### src/rtl/poly_mod_acc.sv
module poly_mod_acc #(
  parameter int CW     = 12,
  parameter int LOG_N  = 8,
  parameter int Q      = 3329,
  parameter int SLOT_W = 3,
  parameter int ROW_W  = 2
) (
  input  logic                    clk,
  input  logic                    rst_n,
  input  logic                    start,
  input  logic [SLOT_W-1:0]       k_num,
  input  logic [ROW_W-1:0]        row_i,
  input  logic [ROW_W-1:0]        col_j,
  input  logic                    last_col,
  input  logic                    prod_valid,
  input  logic [CW-1:0]           prod_coeff,
  output logic [SLOT_W+LOG_N-1:0] e_rd_addr,
  input  logic [CW-1:0]           e_rd_data,
  output logic [ROW_W+LOG_N-1:0]  t_rd_addr,
  input  logic [CW-1:0]           t_rd_data,
  output logic                    t_we,
  output logic [ROW_W+LOG_N-1:0]  t_wa,
  output logic [CW-1:0]           t_wd,
  output logic                    done
);
  localparam int N = 1 << LOG_N;
  localparam logic [LOG_N-1:0] LAST = LOG_N'(N - 1);
  localparam logic [CW:0] QW = (CW+1)'(Q);

  logic [LOG_N-1:0]  idx;
  logic              first_q;
  logic [LOG_N-1:0]  ra;
  logic [SLOT_W-1:0] e_slot;
  logic [CW-1:0]     addend;
  logic [CW:0]       sum;

  assign ra     = start ? '0 : (prod_valid ? idx + 1'b1 : idx);
  assign e_slot = k_num + {{(SLOT_W-ROW_W){1'b0}}, row_i};
  assign e_rd_addr = {e_slot, ra};
  assign t_rd_addr = {row_i, ra};

  assign addend = first_q ? e_rd_data : t_rd_data;
  assign sum    = {1'b0, addend} + {1'b0, prod_coeff};
  assign t_wd   = (sum >= QW) ? CW'(sum - QW) : sum[CW-1:0];
  assign t_we   = prod_valid;
  assign t_wa   = {row_i, idx};

  always_ff @(posedge clk or negedge rst_n) begin
    if (!rst_n) begin
      idx     <= '0;
      first_q <= 1'b0;
      done    <= 1'b0;
    end else begin
      first_q <= (col_j == '0);
      done    <= prod_valid && (idx == LAST) && last_col;
      if (start) idx <= '0;
      else if (prod_valid) idx <= idx + 1'b1;
    end
  end


  wd_below_q_chk: assert property (@(posedge clk) disable iff (!rst_n)
    t_we |-> (t_wd < CW'(Q)));


  t_read_before_write_chk: assert property (@(posedge clk) disable iff (!rst_n)
    (t_we && !first_q) |-> ($past(t_rd_addr) == t_wa));


  e_read_before_write_chk: assert property (@(posedge clk) disable iff (!rst_n)
    (t_we && first_q) |-> ($past(e_rd_addr[LOG_N-1:0]) == t_wa[LOG_N-1:0]));


  write_ascends_chk: assert property (@(posedge clk) disable iff (!rst_n)
    (t_we && !start) |=> (start || !t_we ||
      (t_wa[LOG_N-1:0] == $past(t_wa[LOG_N-1:0]) + 1'b1)));


  done_single_chk: assert property (@(posedge clk) disable iff (!rst_n)
    done |=> !done);


  done_after_last_chk: assert property (@(posedge clk) disable iff (!rst_n)
    done |-> ($past(t_we) && $past(t_wa[LOG_N-1:0]) == LAST));
endmodule

### config.mk
export PLATFORM = sky130hd
export DESIGN_NAME = poly_mod_acc
export DESIGN_NICKNAME = d
export VERILOG_FILES = /design/src/rtl/poly_mod_acc.sv
export SDC_FILE = /design/constraint.sdc
export NUM_CORES = 1
export LEC_CHECK = 0
export BUFFER_PORTS_ARGS = -buffer_cell sky130_fd_sc_hd__buf_2
export CAP_MARGIN = 20
export CORE_MARGIN = 1.5
export CORE_UTILIZATION = 45
export DETAILED_ROUTE_END_ITERATION = 10
export PLACE_DENSITY = 0.82
export RECOVER_POWER = 25
export REMOVE_ABC_BUFFERS = 1
export SYNTH_ARGS = -nofsm -noshare
export SYNTH_HDL_FRONTEND = slang
export SYNTH_SLANG_ARGS = --single-unit
### constraint.sdc
create_clock -name clk -period 5.4 [get_ports clk]
set_input_delay 0.81 -clock clk [delete_from_list [all_inputs] [get_ports clk]]
set_output_delay 0.81 -clock clk [all_outputs]
set_load 0.05 [all_outputs]
* Yosys cells after proc, flatten, opt, wreduce, memory -nomap -nowiden
Cells that the tools add are included.
** Word-level totals
- Bits in registers :: 10
- Input bits :: 48
- Output and inout port bits :: 45
- Word-level logic and storage cells :: 16
** Operators by class
- Add/sub/neg operators :: 4
- $lt $le $gt $ge :: 1
- Equality and inequality tests :: 1
- Multiplexer cells :: 4
- Reduce and logical (&&, ||, !) cells :: 3
** Operator list (number)
- $mux 12 :: 2
- $mux 8 :: 2
- $add 12x12->13 :: 1
- $ge 13x12->1 const B :: 1
- $sub 12x12->12 const B :: 1
- $add 8x1->8 const B :: 1
- $eq 8x8->1 const B :: 1
- $add 3x2->3 :: 1
- $logic_and 1x1->1 :: 2
- $logic_not 2->1 :: 1

* Logic depth before layout (Yosys ltp)
- Depth after elaboration :: 4
- Mapped depth :: 13

* Worst setup path after synthesis
Ideal clock, no wire load.
- Path kind :: input port to output port
- Start :: input e_rd_data[0]
- End :: output t_wd[7]
- Arrival :: 4.235 ns
- Required time :: 4.590 ns
- Slack :: 0.355 ns
- Stages on the path :: 12
- Path buffers :: 1
- Path through :: mux2_2 -> ha_1 -> fa_1 -> a211oi_2 -> o21ai_0 -> a221o_1 -> nor3_4 -> a41oi_1 -> or3_1 -> buf_6 -> nand4_1 -> xor2_1
** On the way
- Word-level cells in the longest chain between the ends :: 4
- Elaborated cells on any way between the ends :: 5
- Those cells by class :: add/sub: 2; order compare: 1; mux: 2
** RTL lines
- start: declaration :: line 18 : input logic [CW-1:0] e_rd_data,
- $mux 12 (*) :: line 42 : assign addend = first_q ? e_rd_data : t_rd_data;
- $add 12x12->13 (*) :: line 43 : assign sum = {1'b0, addend} + {1'b0, prod_coeff};
- $sub 12x12->12 / $ge 13x12->1 (equally long branches) :: line 44 : assign t_wd = (sum >= QW) ? CW'(sum - QW) : sum[CW-1:0];
- $mux 12 (*) :: line 44
- end: declaration :: line 23 : output logic [CW-1:0] t_wd,
Every way passes the cells marked *; elsewhere a longest branch is shown, timed or not.

* Final worst setup path
- Start :: input e_rd_data[0]
- End :: output t_wd[1]
The elaborated chain is that of the path after synthesis.

==> results by group <==
Drt
  • Via count: 1,700
  • WL final: 3870 um
  • Drt first-iter violations: 119
  • Residual DRC: 0
  • Post-DRT Antenna Nets: 0
  • DR pass1 iterations: 4
  • Drt wl/cell: between 10 and 15 um
  • Routed vias/inst: 5.30

Floorplan
  • Initial core utilization: 0.479
  • Die ar.: 4010 um^2
  • Die Ht: 63.3 um
  • Ports: 93
  • Core area: about 3400 um^2
  • Die Width: 63.3 um
  • Placement row count: 21

Yosys
  • Post-synth EDFFs: 0
  • Syn_area_per_cell: 8.27 um^2
  • Synth top area share: 0.153
  • Sequential share of the synthesized area: 0.153
  • Most common cell in the netlist: nor2_1
  • Largest area contributor in the netlist: dfrtp_1
  • FF+latch count, synth: 10
  • YS warnings: 0
  • Primary FF master, synth: dfrtp_1
  • Synth cell count leaders: nor2_1 (19), ha_1 (16), buf_4 (13)
  • Mapped cell area: 1640 um^2
  • Top cells by area, synth: dfrtp_1 (15%), ha_1 (12%), mux2_2 (8.3%), buf_4 (6.0%), xor2_1 (5.9%)
  • Synth unique cells: 49
  • Async S/R FF share, synth: 1.00
  • Cells after Synth: 198

Clock network
  • Post-CTS sizing: 0
  • Clock transition at path regs: 0.08 ns
  • Root buf cell: clkbuf_4
  • Longest Clk Path Bufs: 2
  • CTS hold repair buffers: 0
  • Worst skew pair latency: approximately 0.26 ns
  • CTS Buf Count: 3
  • Setup Fix Bufs, Post-CTS: 0
  • Clk sink count: 10
  • CTS tree: yes
  • H-tree depth: 1

GRT
  • Initial antenna violation count: 0
  • Gr ovfl total: 0
  • Gr usage total: 0.185
  • Vias in the first global route: 1,487
  • First-pass GRT wire length: 6270 um
  • Largest net degree at the start of global routing: 11

Cells and area
  • Synth-to-layout area growth: 26.0%
  • N_diodes: 0
  • Finished Cell Area: 2060 um^2
  • Fin nets: ~340
  • Final core occ: 0.604
  • Proportion of layout cells with a drive suffix above 1: 0.411

Power
  • Worst IR Drop VDD: 138 uV
  • P per Cell Area: 279 nW/um^2
  • Leak: 1.06 nW

Critical path
  • Critical Path RT: 4.59 ns
  • R2R setup slack: 4.10 ns
  • Max FO, Critical Path: 9
  • Worst Setup End Kind: output pin
  • Classification of the worst setup path: input pin to output pin
  • Startpoint Class: input pin
  • WP data arrival: 4.33 ns

Timing
  • Fmax: 195 MHz
  • RSZ-0062 raised after global routing: false
  • Period utilisation layout: 0.951
  • Final worst slack: 0.263 ns
  • Worst slew pin tran: 0.662 ns
  • Setup TNS: 0 ns
  • Final setup fails: 0
  • Final Hold Vio Count: 0
  • Slew HR: 0.552
  • Final Skew: 0.00880 ns
  • Final Critical Period: 5.14 ns
  • Slew Limit Fails: 0

Placement
  • Pre-CTS setup slack: 0.292 ns
  • Port buffer count: between 90 and 100
  • Dpl cell area: 2030 um^2
  • DP Wirelength: 3230 um
  • Gpl congestion: between 0.8 and 0.9

Hold path
  • Hold crit path type: input pin to async pin

Run
  • Max-capacitance violation count: 0

Outcome
  • Outcome: complete, no violations
[layout by cell type, fill, tap and decap left out, types with 2 or more instances in the layout]
cell type and n:
clkbuf_1 2, o211ai_1 2, and2_1 3, a31o_1 2
o21ai_1 5, and3_1 2, nor2b_1 3, a21oi_1 8
a311oi_1 2, o21ai_0 8, mux2_2 12, ha_1 16
or3_1 2, mux2i_1 2, nor2_1 19, nand4_1 5
nor3b_1 4, clkbuf_4 3, nand3_1 6, inv_1 7
a31oi_1 3, xor2_1 11, fa_1 2, a21o_1 3
xnor2_1 10, nand2_1 12, dfrtp_1 10, buf_2 90
[cell families after synthesis]
| group | share of synthesized area |
|---|---|
| compound gates | 0.186 |
| xor+xnor | 0.112 |
| fa+ha+maj | 0.147 |
| buf+inv | 0.0978 |
| flops | 0.153 |
| mux | 0.102 |
| simple gates | 0.202 |
[worst max-delay path, stage by stage]
cell and delay [ns]:
buf_2 0.10, mux2_2 0.27, ha_1 0.22, fa_1 0.41, a211oi_2 0.31, o21ai_0 0.16, a221o_1 0.43, nor3_4 0.26
a41oi_1 0.17, or3_1 0.54, nand2_4 0.13, mux2_1 0.31, buf_2 0.21
[state kept, by name, indices dropped and copies added (netlist names)]
signal	cells
first_q	1
done	1
idx	8
[per-layer routing]
layer | track usage | vias up | wire [um]
met5 | 0 | - | 0
met1 | 0.234 | 779 | 1640
li1 | - | 857 | -
met4 | 0.0380 | 0 | 17
met3 | 0.00179 | 2 | 189
met2 | 0.350 | 62 | 2020
[power breakdown]
| part | internal, mW | switching, mW |
|---|---|---|
| Clock | 0.0409 | 0.0272 |
| Sequential | 0.0768 | 0.00250 |
| Combinational | 0.130 | 0.298 |
| Total | 0.247 | 0.328 |
[cell type report]
cell class,instances,area [um^2]
Fill cell,346,1350
Multi-Input combinational cell,161,1230
Timing Repair Buffer,93,465
Sequential cell,10,250
Tap cell,46,57.6
Clock buffer,4,36.3
Inverter,7,26.3
[worst paths after layout]
path | start | end | cells after the start
worst max register to register | idx[0]$_DFF_PN0_ | idx[5]$_DFF_PN0_ | 3
worst min register to register | idx[6]$_DFF_PN0_ | done$_DFF_PN0_ | 1
worst max-delay path | e_rd_data[0] | t_wd[1] | 13
min in group clk | idx[6]$_DFF_PN0_ | done$_DFF_PN0_ | 1
max in group asynchronous | rst_n | idx[3]$_DFF_PN0_ | 1
worst min-delay path | rst_n | idx[6]$_DFF_PN0_ | 1
[stage by stage]
step	instances	hold slack (ns)	total power, mW
global route	321	0.541	0.613
floorplan	178	0.514	0.410
finish	321	0.511	0.575
global placement	317	0.568	0.503
CTS	321	0.401	0.577
detailed placement	317	0.579	0.507
No activity file was read; power rests on OpenSTA's default activity.
